<file path="src/rtl/mmu_rf_pkg.sv">
package mmu_rf_pkg;
    localparam int DATA_W = 16;
    localparam int BYTE_W = 8;
    localparam int PAGE_W = 3;
    localparam int NPAGE  = 1 << PAGE_W;
    localparam int NSPACE = 2;
    localparam int ADDR_W = 9;
    localparam int NBANK  = 3;
    localparam int DELTA_W = 5;
    localparam int REGNO_W = 3;

    localparam logic [DATA_W-1:0] DESC_KEEP = 16'hFF0F;
    localparam logic [DATA_W-1:0] EXT_KEEP  = 16'o067;
    localparam logic [DATA_W-1:0] STAT_RSVD = 16'h0C00;
    localparam logic [DATA_W-1:0] STAT_ERR  = 16'hE000;

    typedef enum logic [1:0] {
        SEL_STAT = 2'd0,
        SEL_LOG  = 2'd1,
        SEL_NONE = 2'd2,
        SEL_EXT  = 2'd3
    } ctl_sel_e;

    // Combine bus data with the current register value for word or byte lanes
    function automatic logic [DATA_W-1:0] merge_word(
        input logic [DATA_W-1:0] old,
        input logic [DATA_W-1:0] wd,
        input logic              byte_w,
        input logic              hi
    );
        logic [DATA_W-1:0] r;
        if (!byte_w)
            r = wd;
        else if (hi)
            r = {wd[BYTE_W-1:0], old[BYTE_W-1:0]};
        else
            r = {old[DATA_W-1:BYTE_W], wd[BYTE_W-1:0]};
        return r;
    endfunction
endpackage

</file>
<file path="src/rtl/mmu_bank.sv">
module mmu_bank
    import mmu_rf_pkg::*;
(
    input  logic              clk,
    input  logic              rst_n,
    input  logic              we,
    input  logic              sel_base,
    input  logic              dsp,
    input  logic [PAGE_W-1:0] pg,
    input  logic              byte_w,
    input  logic              hi,
    input  logic [DATA_W-1:0] wdata,
    output logic [DATA_W-1:0] rd_o,
    input  logic              lk_dsp,
    input  logic [PAGE_W-1:0] lk_pg,
    output logic [DATA_W-1:0] lk_base_o,
    output logic [DATA_W-1:0] lk_desc_o
);
    typedef struct packed {
        logic [NSPACE-1:0][NPAGE-1:0][DATA_W-1:0] base;
        logic [NSPACE-1:0][NPAGE-1:0][DATA_W-1:0] desc;
    } bank_t;

    bank_t bank_d, bank_q;

    always_comb begin
        bank_d = bank_q;
        if (we) begin
            if (sel_base)
                bank_d.base[dsp][pg] = merge_word(bank_q.base[dsp][pg], wdata, byte_w, hi);
            else
                bank_d.desc[dsp][pg] = merge_word(bank_q.desc[dsp][pg], wdata, byte_w, hi) & DESC_KEEP;
        end
    end

    always_ff @(posedge clk) begin
        if (!rst_n)
            bank_q <= '0;
        else
            bank_q <= bank_d;
    end

    assign rd_o      = sel_base ? bank_q.base[dsp][pg] : bank_q.desc[dsp][pg];
    assign lk_base_o = bank_q.base[lk_dsp][lk_pg];
    assign lk_desc_o = bank_q.desc[lk_dsp][lk_pg];

    AST_DESC_FLAGS_CLEAR: assert property (@(posedge clk) disable iff (!rst_n)
        (we && !sel_base) |=> (bank_q.desc[$past(dsp)][$past(pg)][7:4] == 4'h0))
        else $error("descriptor flag bits survived a write");

    AST_BASE_WORD_WRITE: assert property (@(posedge clk) disable iff (!rst_n)
        (we && sel_base && !byte_w) |=> (bank_q.base[$past(dsp)][$past(pg)] == $past(wdata)))
        else $error("base word write not stored");
endmodule

</file>
<file path="src/rtl/mmu_ctl.sv">
module mmu_ctl
    import mmu_rf_pkg::*;
(
    input  logic               clk,
    input  logic               rst_n,
    input  logic               we,
    input  logic [1:0]         sel,
    input  logic               byte_w,
    input  logic               hi,
    input  logic [DATA_W-1:0]  wdata,
    input  logic               rec_valid,
    input  logic [DELTA_W-1:0] rec_delta,
    input  logic [REGNO_W-1:0] rec_regno,
    input  logic               log_clear,
    input  logic [DATA_W-1:0]  st_set,
    input  logic [DATA_W-1:0]  st_clr,
    output logic [DATA_W-1:0]  stat_o,
    output logic [DATA_W-1:0]  ilog_o,
    output logic [DATA_W-1:0]  ext_o
);
    typedef struct packed {
        logic [DATA_W-1:0] stat;
        logic [DATA_W-1:0] ilog;
        logic [DATA_W-1:0] ext;
    } ctl_t;

    ctl_t ctl_d, ctl_q;
    ctl_sel_e which;
    logic [DATA_W-1:0] stat_new;

    assign which = ctl_sel_e'(sel);

    always_comb begin
        ctl_d    = ctl_q;
        stat_new = merge_word(ctl_q.stat, wdata, byte_w, hi) & ~STAT_RSVD;
        if (stat_new[0])
            stat_new = stat_new & ~STAT_ERR;
        if (((ctl_q.stat & STAT_ERR) != '0) && !stat_new[0])
            stat_new = {{(DATA_W-BYTE_W){1'b0}}, stat_new[BYTE_W-1:0]};

        if (we && which == SEL_STAT)
            ctl_d.stat = stat_new;
        else
            ctl_d.stat = ((ctl_q.stat & ~st_clr) | st_set) & ~STAT_RSVD;

        if (we && which == SEL_EXT)
            ctl_d.ext = merge_word(ctl_q.ext, wdata, byte_w, hi) & EXT_KEEP;

        if (log_clear)
            ctl_d.ilog = '0;
        else if (rec_valid)
            ctl_d.ilog = {ctl_q.ilog[BYTE_W-1:0], rec_delta, rec_regno};
    end

    always_ff @(posedge clk) begin
        if (!rst_n)
            ctl_q <= '0;
        else
            ctl_q <= ctl_d;
    end

    assign stat_o = ctl_q.stat;
    assign ilog_o = ctl_q.ilog;
    assign ext_o  = ctl_q.ext;

    AST_STAT_RSVD_ZERO: assert property (@(posedge clk) disable iff (!rst_n)
        stat_o[11:10] == 2'b00)
        else $error("status reserved bits set");

    AST_STAT_ERR_RELEASE: assert property (@(posedge clk) disable iff (!rst_n)
        (we && which == SEL_STAT && !byte_w && wdata[0]) |=> (stat_o[15:13] == 3'b000))
        else $error("error bits kept after enable write");

    AST_STAT_HELD_ERROR: assert property (@(posedge clk) disable iff (!rst_n)
        (we && which == SEL_STAT && !byte_w && !wdata[0] && (stat_o[15:13] != 3'b000))
        |=> (stat_o[15:8] == 8'h00))
        else $error("high status byte written while error held");

    AST_EXT_MASKED: assert property (@(posedge clk) disable iff (!rst_n)
        (ext_o & ~EXT_KEEP) == '0)
        else $error("extended control holds undefined bits");

    AST_LOG_SHIFT: assert property (@(posedge clk) disable iff (!rst_n)
        (rec_valid && !log_clear) |=> ((ilog_o[15:8] == $past(ilog_o[7:0]))
                                       && (ilog_o[7:3] == $past(rec_delta))
                                       && (ilog_o[2:0] == $past(rec_regno))))
        else $error("log record mispacked");

    AST_LOG_CLEAR: assert property (@(posedge clk) disable iff (!rst_n)
        log_clear |=> (ilog_o == '0))
        else $error("log not cleared");
endmodule

</file>
<file path="src/rtl/mmu_regfile.sv">
module mmu_regfile
    import mmu_rf_pkg::*;
(
    input  logic               clk,
    input  logic               rst_n,
    input  logic               bus_we,
    input  logic [ADDR_W-1:0]  bus_addr,
    input  logic               bus_byte,
    input  logic [DATA_W-1:0]  bus_wdata,
    output logic [DATA_W-1:0]  bus_rdata,
    input  logic               rec_valid,
    input  logic [DELTA_W-1:0] rec_delta,
    input  logic [REGNO_W-1:0] rec_regno,
    input  logic               log_clear,
    input  logic [DATA_W-1:0]  st_set,
    input  logic [DATA_W-1:0]  st_clr,
    input  logic [1:0]         lk_mode,
    input  logic               lk_dspace,
    input  logic [PAGE_W-1:0]  lk_page,
    output logic [DATA_W-1:0]  lk_base,
    output logic [DATA_W-1:0]  lk_desc,
    output logic [DATA_W-1:0]  stat_o,
    output logic [DATA_W-1:0]  ext_o
);
    logic              hi_lane, sel_base, dsp, in_bank, in_ctl;
    logic [1:0]        bmode;
    logic [PAGE_W-1:0] pg;
    logic [DATA_W-1:0] ilog, word_rd, ctl_rd;
    logic [DATA_W-1:0] bank_rd  [NBANK];
    logic [DATA_W-1:0] bank_lkb [NBANK];
    logic [DATA_W-1:0] bank_lkd [NBANK];

    assign hi_lane  = bus_addr[0];
    assign pg       = bus_addr[PAGE_W:1];
    assign dsp      = bus_addr[4];
    assign bmode    = bus_addr[6:5];
    assign sel_base = bus_addr[7];
    assign in_bank  = !bus_addr[8];
    assign in_ctl   = bus_addr[8] && (bus_addr[7:3] == 5'd0);

    generate
        for (genvar b = 0; b < NBANK; b++) begin : g_bank
            localparam logic [1:0] CODE = (b == NBANK-1) ? 2'd3 : 2'(b);
            mmu_bank i_bank (
                .clk       (clk),
                .rst_n     (rst_n),
                .we        (bus_we && in_bank && (bmode == CODE)),
                .sel_base  (sel_base),
                .dsp       (dsp),
                .pg        (pg),
                .byte_w    (bus_byte),
                .hi        (hi_lane),
                .wdata     (bus_wdata),
                .rd_o      (bank_rd[b]),
                .lk_dsp    (lk_dspace),
                .lk_pg     (lk_page),
                .lk_base_o (bank_lkb[b]),
                .lk_desc_o (bank_lkd[b])
            );
        end
    endgenerate

    mmu_ctl i_ctl (
        .clk       (clk),
        .rst_n     (rst_n),
        .we        (bus_we && in_ctl),
        .sel       (bus_addr[2:1]),
        .byte_w    (bus_byte),
        .hi        (hi_lane),
        .wdata     (bus_wdata),
        .rec_valid (rec_valid),
        .rec_delta (rec_delta),
        .rec_regno (rec_regno),
        .log_clear (log_clear),
        .st_set    (st_set),
        .st_clr    (st_clr),
        .stat_o    (stat_o),
        .ilog_o    (ilog),
        .ext_o     (ext_o)
    );

    always_comb begin
        case (ctl_sel_e'(bus_addr[2:1]))
            SEL_STAT: ctl_rd = stat_o;
            SEL_LOG:  ctl_rd = ilog;
            SEL_EXT:  ctl_rd = ext_o;
            default:  ctl_rd = '0;
        endcase
    end

    always_comb begin
        word_rd = '0;
        lk_base = '0;
        lk_desc = '0;
        for (int b = 0; b < NBANK; b++) begin
            if (in_bank && bmode == ((b == NBANK-1) ? 2'd3 : 2'(b)))
                word_rd = bank_rd[b];
            if (lk_mode == ((b == NBANK-1) ? 2'd3 : 2'(b))) begin
                lk_base = bank_lkb[b];
                lk_desc = bank_lkd[b];
            end
        end
        if (in_ctl)
            word_rd = ctl_rd;
    end

    assign bus_rdata = !bus_byte ? word_rd
                     : {{(DATA_W-BYTE_W){1'b0}},
                        hi_lane ? word_rd[DATA_W-1:BYTE_W] : word_rd[BYTE_W-1:0]};

    AST_BYTE_READ_HIGH_ZERO: assert property (@(posedge clk) disable iff (!rst_n)
        bus_byte |-> (bus_rdata[15:8] == 8'h00))
        else $error("byte read leaked high bits");

    AST_HOLE_LOOKUP_ZERO: assert property (@(posedge clk) disable iff (!rst_n)
        (lk_mode == 2'd2) |-> ((lk_base == '0) && (lk_desc == '0)))
        else $error("unused mode returned data");
endmodule

</file>
<file path="config.mk">
export PLATFORM = sky130hd
export DESIGN_NAME = mmu_regfile
export DESIGN_NICKNAME = d
export VERILOG_FILES = /design/src/rtl/mmu_rf_pkg.sv /design/src/rtl/mmu_bank.sv /design/src/rtl/mmu_ctl.sv /design/src/rtl/mmu_regfile.sv
export SDC_FILE = /design/constraint.sdc
export NUM_CORES = 2
export LEC_CHECK = 0
export CAP_MARGIN = 20
export CORE_MARGIN = 3
export CORE_UTILIZATION = 55
export DETAILED_ROUTE_END_ITERATION = 8
export DONT_BUFFER_PORTS = 1
export GPL_ROUTABILITY_DRIVEN = 0
export PLACE_DENSITY = 0.7
export SETUP_SLACK_MARGIN = 0.1
export SLEW_MARGIN = 30
export SYNTH_ARGS = -nofsm -noshare
export SYNTH_HDL_FRONTEND = slang
export SYNTH_SLANG_ARGS = --single-unit
export TNS_END_PERCENT = 10
</file>
<file path="constraint.sdc">
create_clock -name clk -period 6.01 [get_ports clk]
set_input_delay 1.5025 -clock clk [delete_from_list [all_inputs] [get_ports clk]]
set_output_delay 1.5025 -clock clk [all_outputs]
set_load 0.02 [all_outputs]
</file>
==> After elaboration in Yosys (flattened, before gate mapping) <==
Index checks and enable logic that the tools add are counted.
{ "word_totals": {"register_bits": 1573} }
{ "op_classes": {"order_cmp": 6, "n_eq_ne": 8, "muxes": 105, "n_bitwise": 6, "reduce_logical": 30} }
{ "op_table": {"columns": ["operator", "count"], "rows": [
  ["two-way mux 128 bit", 25],
  ["bitwise mux 256 bit", 6],
  ["two-way mux 16 bit", 56],
  ["binary-select mux 16 bit (select 3 bit)", 12],
  ["demux 128 bit (select 1 bit)", 1],
  ["demux 16 bit (select 3 bit)", 1],
  ["one-hot mux 16 bit (3 select lines)", 1],
  ["AND 16 bit", 1],
  ["inverter 16 bit", 1],
  ["OR 16 bit", 1],
  ["nonzero test 16 bit", 1],
  ["logical AND 1 bit", 14],
  ["AND reduction 2 bit", 7],
  ["two-way mux 6 bit", 2],
  ["< comparator 3 x 4 -> 1 bit, second input constant", 2],
  ["two-way mux 8 bit", 1],
  ["equality test 2 x 1 -> 1 bit, second input constant", 3],
  ["equality test 2 bit, second input constant", 3],
  ["logical NOT 2 bit", 3],
  ["logical NOT 5 bit", 1],
  ["inequality test 5 x 3 -> 1 bit, second input constant", 1],
  ["< comparator 1 x 2 -> 1 bit, second input constant", 2],
  ["greater-or-equal comparator 3 x 1 -> 1 bit, second input constant", 1],
  ["inverter 1 bit", 3],
  ["5 further kinds", 6]
]} }

==> Logic depth before layout (Yosys ltp) <==
{ "logic_depth": {"word_depth": 11, "ltp_mapped": 13, "mapped_depth_nobuf": 7} }

==> Hierarchy <==
From an unflattened synthesis, not the netlist that was laid out.
{ "unflattened": {"hier_cells": 7836, "hier_area_um2": 75869.0} }
{ "by_module_without_submodules": {"columns": ["mod", "instances", "cells_each", "area_per_inst_um2"], "rows": [
  ["mmu_bank at g_bank[0].i_bank", 1, 2625, 26053.7],
  ["mmu_bank at g_bank[1].i_bank", 1, 2404, 23244.8],
  ["mmu_bank at g_bank[2].i_bank", 1, 2406, 23192.2],
  ["mmu_regfile", 1, 217, 1695.4],
  ["mmu_ctl", 1, 184, 1682.9]
]} }

==> Worst setup path after synthesis <==
OpenSTA, ideal clock, no wires.
{ "synth_path": {"path_kind": "input -> output", "start": "in lk_page[0]", "end": "out lk_base[0]", "arrival_ps": 3767, "required_time_ps": 4507, "setup_slack_ps": 741, "path_stages": 7, "n_path_buf": 3, "path_cell_list": "clkbuf_1 -> clkbuf_1 -> buf_1 -> mux4_2 -> mux4_2 -> mux2i_1 -> o21ai_0"} }
{ "synth_between": {"elab_chain_cells": 5, "elab_cells_between_ends": 9, "classes_between": "mux: 9"} }
{ "synth_rtl": {"columns": ["element", "line", "source"], "rows": [
  ["start: declaration", "mmu_regfile.sv:19", "input logic [PAGE_W-1:0] lk_page,"],
  ["binary-select mux 16 bit (select 3 bit)", "mmu_bank.sv:44", "assign lk_base_o = bank_q.base[lk_dsp][lk_pg];"],
  ["two-way mux 16 bit (implied by the code)", "mmu_bank.sv:44", null],
  ["two-way mux 16 bit (2 in a row)", "mmu_regfile.sv:98", "if (lk_mode == ((b == NBANK-1) ? 2'd3 : 2'(b))) begin"],
  ["two-way mux 16 bit (*)", "mmu_regfile.sv:98", null],
  ["end: declaration", "mmu_regfile.sv:20", "output logic [DATA_W-1:0] lk_base,"]
]} }
Mark *: on every way between the ends. The rest lies on a longest branch, timed or not. The select of a mux whose other input is x is not followed.

==> Worst setup path after layout <==
{ "layout_path": {"start": "in bus_addr[1]", "end": "out bus_rdata[7]"} }
{ "layout_between": {"elab_chain_cells": 9, "elab_cells_between_ends": 25, "classes_between": "eq/ne: 2; mux: 22; reduce/logical: 1"} }
{ "layout_rtl": {"columns": ["element", "line", "source"], "rows": [
  ["start: declaration", "mmu_regfile.sv:7", "input logic [ADDR_W-1:0] bus_addr,"],
  ["binary-select mux 16 bit (select 3 bit)", "mmu_bank.sv:43", "assign rd_o = sel_base ? bank_q.base[dsp][pg] : bank_q.desc[dsp][pg];"],
  ["two-way mux 16 bit (implied by the code)", "mmu_bank.sv:43", null],
  ["two-way mux 16 bit", "mmu_bank.sv:43", null],
  ["two-way mux 16 bit (3 in a row)", "mmu_regfile.sv:96", "if (in_bank && bmode == ((b == NBANK-1) ? 2'd3 : 2'(b)))"],
  ["two-way mux 16 bit (*)", "mmu_regfile.sv:103", "if (in_ctl)"],
  ["two-way mux 8 bit", "mmu_regfile.sv:109", "hi_lane ? word_rd[DATA_W-1:BYTE_W] : word_rd[BYTE_W-1:0]};"],
  ["two-way mux 16 bit (*)", "mmu_regfile.sv:107", "assign bus_rdata = !bus_byte ? word_rd"],
  ["end: declaration", "mmu_regfile.sv:10", "output logic [DATA_W-1:0] bus_rdata,"]
]} }
Marks and branches as above.

==> reports/qor.yml <==
cts-resized-gates: 0
first_pass_iters: 9
path_max_fanout: 283
dpl.hpwl_mm: 147.2
fmax_mhz: 162.0
p_int_mw: 15.18
max_cap_viol_count: 0
final_hold_viol_count: 0
p_sw_share_pct: 23.97
drt_iter0_markers: 8338
io_pins: 157
via_count: 58300
ys_warn_count: 0
slew_violations: 0
postRouteAntennaNets: 0
post-route-util_pct: 60.34
die_width_um: 363.1
insertion_delay_ns: 0.80
die_height_um: 363.1
cts_buffer_depth: 3
power_density_nw_per_um2: 262.6
ctsRootBufferMaster: "clkbuf_16"
finalSetupViolCount: 6
fin_crit_sh_pct: 102.7
pwr-share-seq_pct: 46.1
post_drt_wl_per_cell_um: 30.11
syn_to_final_growth_pct: 8.460
worst_ep_arrival_time_ns: 4.67
initial_core_util_pct: 55.63
comb_power_share_pct: 6.2
port_buffers: 0
critPathLaunchType: "primary input"
placed_cells: 7959
cts_buffers: 146
first_global_vias: 55080
fin_crit_ns: 6.172
postRouteWirelength_mm: 247.9
synth_top_area_cell: "dfxtp_1"
synthTopCellsByArea: "dfxtp_1 39%, mux4_2 23%, a211oi_1 13%"
path_clk_slew_ns: 0.06
p_switching_mw: 4.787
setup_ws_ns: -0.1616
synth_edf_count: 0
yosysSeqAreaShare_pct: 39.36
clock_sinks: 1379
via_per_inst: 7.080
yosysTopAreaCellShare_pct: 39.36
worstMarginPinSlew_ns: 1.242
synth-async-reset-ratio_pct: 0
max-vdd-ir-drop_mv: 0.2775
post_layout_nonfiller_instances: 8234
syn_area_per_cell_um2: 10.31
synth.distinct_cells: 73
holdWs_ns: 0.4767
crit_path_end_kind: "output port"
status: "complete, but fails checks"
overflow: 0
critPathRequiredTime_ns: 4.51
antenna_found_initial: 13
grt_first_pass_wirelength_mm: 363.1
ys_seq_elements: 1379
synthesis.area_um2: 70130
failed_checks: "DRC, setup timing"
p_leak_nw: 23.74
post_cts_buffers: 0
path_class: "in2out"
rsz0062_at_grt: "no"
rows: 130
max_slew_margin_pct: 17.18
cts_tree: "built"
syn_inst: 6802
drc_errors: 57
core_um2: 126100
grt_max_degree: 337
nets: 6534
grt_usage_pct: 36.76
synth-main-ff-cell: "dfxtp_1"
dieArea_um2: 131800
power_mw: 19.97
p_clk_share_pct: 47.7
drive_gt1_share_pct: 22.02
hold_path.class: "reg2reg"
cts.htree.levels: 4
ctsHoldBuffers: 0
synth_most_common_cell: "nor2_1"
clock_skew_ns: 0.02759
yosys-top-cells-count: "1,483 x nor2_1, 1,379 x dfxtp_1, 1,240 x a211oi_1, 701 x mux4_2, 443 x clkbuf_1"
-- stage by stage --
stage	setup TNS, ns	area (µm²)	worst slack, ns
2_1_floorplan	0	70190	0.7409
3_3_place_gp	0	70950	0.1966
3_5_place_dp	0	70980	0.2371
4_1_cts	0	76010	0.2180
5_1_grt	0	76050	0.1437
6_report	-0.4547	76070	-0.1616
-- final timing paths --
path | cells after the start | start | endpoint | slack (ns)
min | 2 | g_bank[2].i_bank.bank_q[177] | g_bank[2].i_bank.bank_q[177] | 0.48
max reg2reg | 5 | g_bank[0].i_bank.bank_q[367] | g_bank[0].i_bank.bank_q[383] | 3.27
max | 8 | bus_addr[1] | bus_rdata[7] | -0.16
min reg2reg | 2 | g_bank[2].i_bank.bank_q[177] | g_bank[2].i_bank.bank_q[177] | 0.48
-- power by group through the flow --
| stage | sequential (mW) | combinational [mW] | clock [mW] |
|---|---|---|---|
| finish | 9.20 | 1.25 | 9.52 |
| CTS | 9.20 | 1.17 | 9.57 |
| global route | 9.20 | 1.26 | 9.94 |
| floorplan | 9.39 | 1.10 | 0 |
| global placement | 9.40 | 1.16 | 0 |
| detailed placement | 9.41 | 1.17 | 0 |
-- cells in the final DEF, fill, tap and decap left out, types with 12 or more instances in the layout --
| cell | instances |
|---|---|
| nor2_1 | 1405 |
| buf_4 | 243 |
| nand2_1 | 247 |
| inv_1 | 30 |
| mux2i_1 | 177 |
| bufinv_16 | 14 |
| mux2_2 | 49 |
| clkinv_2 | 32 |
| nand3_1 | 47 |
| a211oi_1 | 1239 |
| nor3_1 | 12 |
| conb_1 | 17 |
| nor2_2 | 100 |
| buf_12 | 12 |
| o21a_1 | 17 |
| clkbuf_16 | 151 |
| o21ai_1 | 23 |
| o22ai_1 | 27 |
| a21oi_2 | 55 |
| mux4_2 | 701 |
| and2_1 | 31 |
| o21ai_0 | 116 |
| a22oi_1 | 67 |
| clkbuf_8 | 30 |
| a21oi_1 | 100 |
| a221oi_1 | 33 |
| nand2b_1 | 24 |
| dfxtp_1 | 1379 |
| clkbuf_1 | 25 |
-- critical path, stage by stage --
cell	delay [ns]
mux4_2	0.92
nand3_1	0.12
o2111ai_1	0.36
a211oi_2	0.55
a21oi_1	0.14
buf_4	0.21
a2bb2oi_1	0.14
buf_4	0.18
-- sequential cells by signal (all words and copies together) (netlist names) --
signal,count
i_ctl.ilog_o,16
i_ctl.stat_o,14
i_ctl.ext_o,5
g_bank.i_bank.bank_q,1344
-- layout make-up --
type / instances / area [µm²]
multi-input cells: 4642 / 39140
inverters: 33 / 138.9
repair buffers: 255 / 2064
clock inverters: 60 / 740.7
diodes: 9 / 22.52
flip-flops and latches: 1379 / 27610
clock buffers: 206 / 4285
fillers: 10220 / 49990
well taps: 1650 / 2064
-- cell families (layout without fill, tap and decap cells) --
| kind of cell | Yosys count | in the layout | synth area share [%] |
|---|---|---|---|
| and+or+nand+nor | 1908 | 1908 | 10.78 |
| buffers and inverters | 797 | 554 | 5.359 |
| DFF | 1379 | 1379 | 39.36 |
| muxes | 929 | 929 | 25.90 |
| other | 1 | 26 | 0.005347 |
| AOI/OAI and AO/OA | 1788 | 1788 | 18.60 |
-- layer usage --
layer	vias to the layer above	part of all wire (%)	GRT usage, %
met5	-	0.17	1.452
met1	28440	37	47.75
met4	16	6.5	19.71
met2	3833	42	52.83
li1	25070	-	-
met3	935	15	14.21
Note: power is estimated with default switching activity, not from simulation.
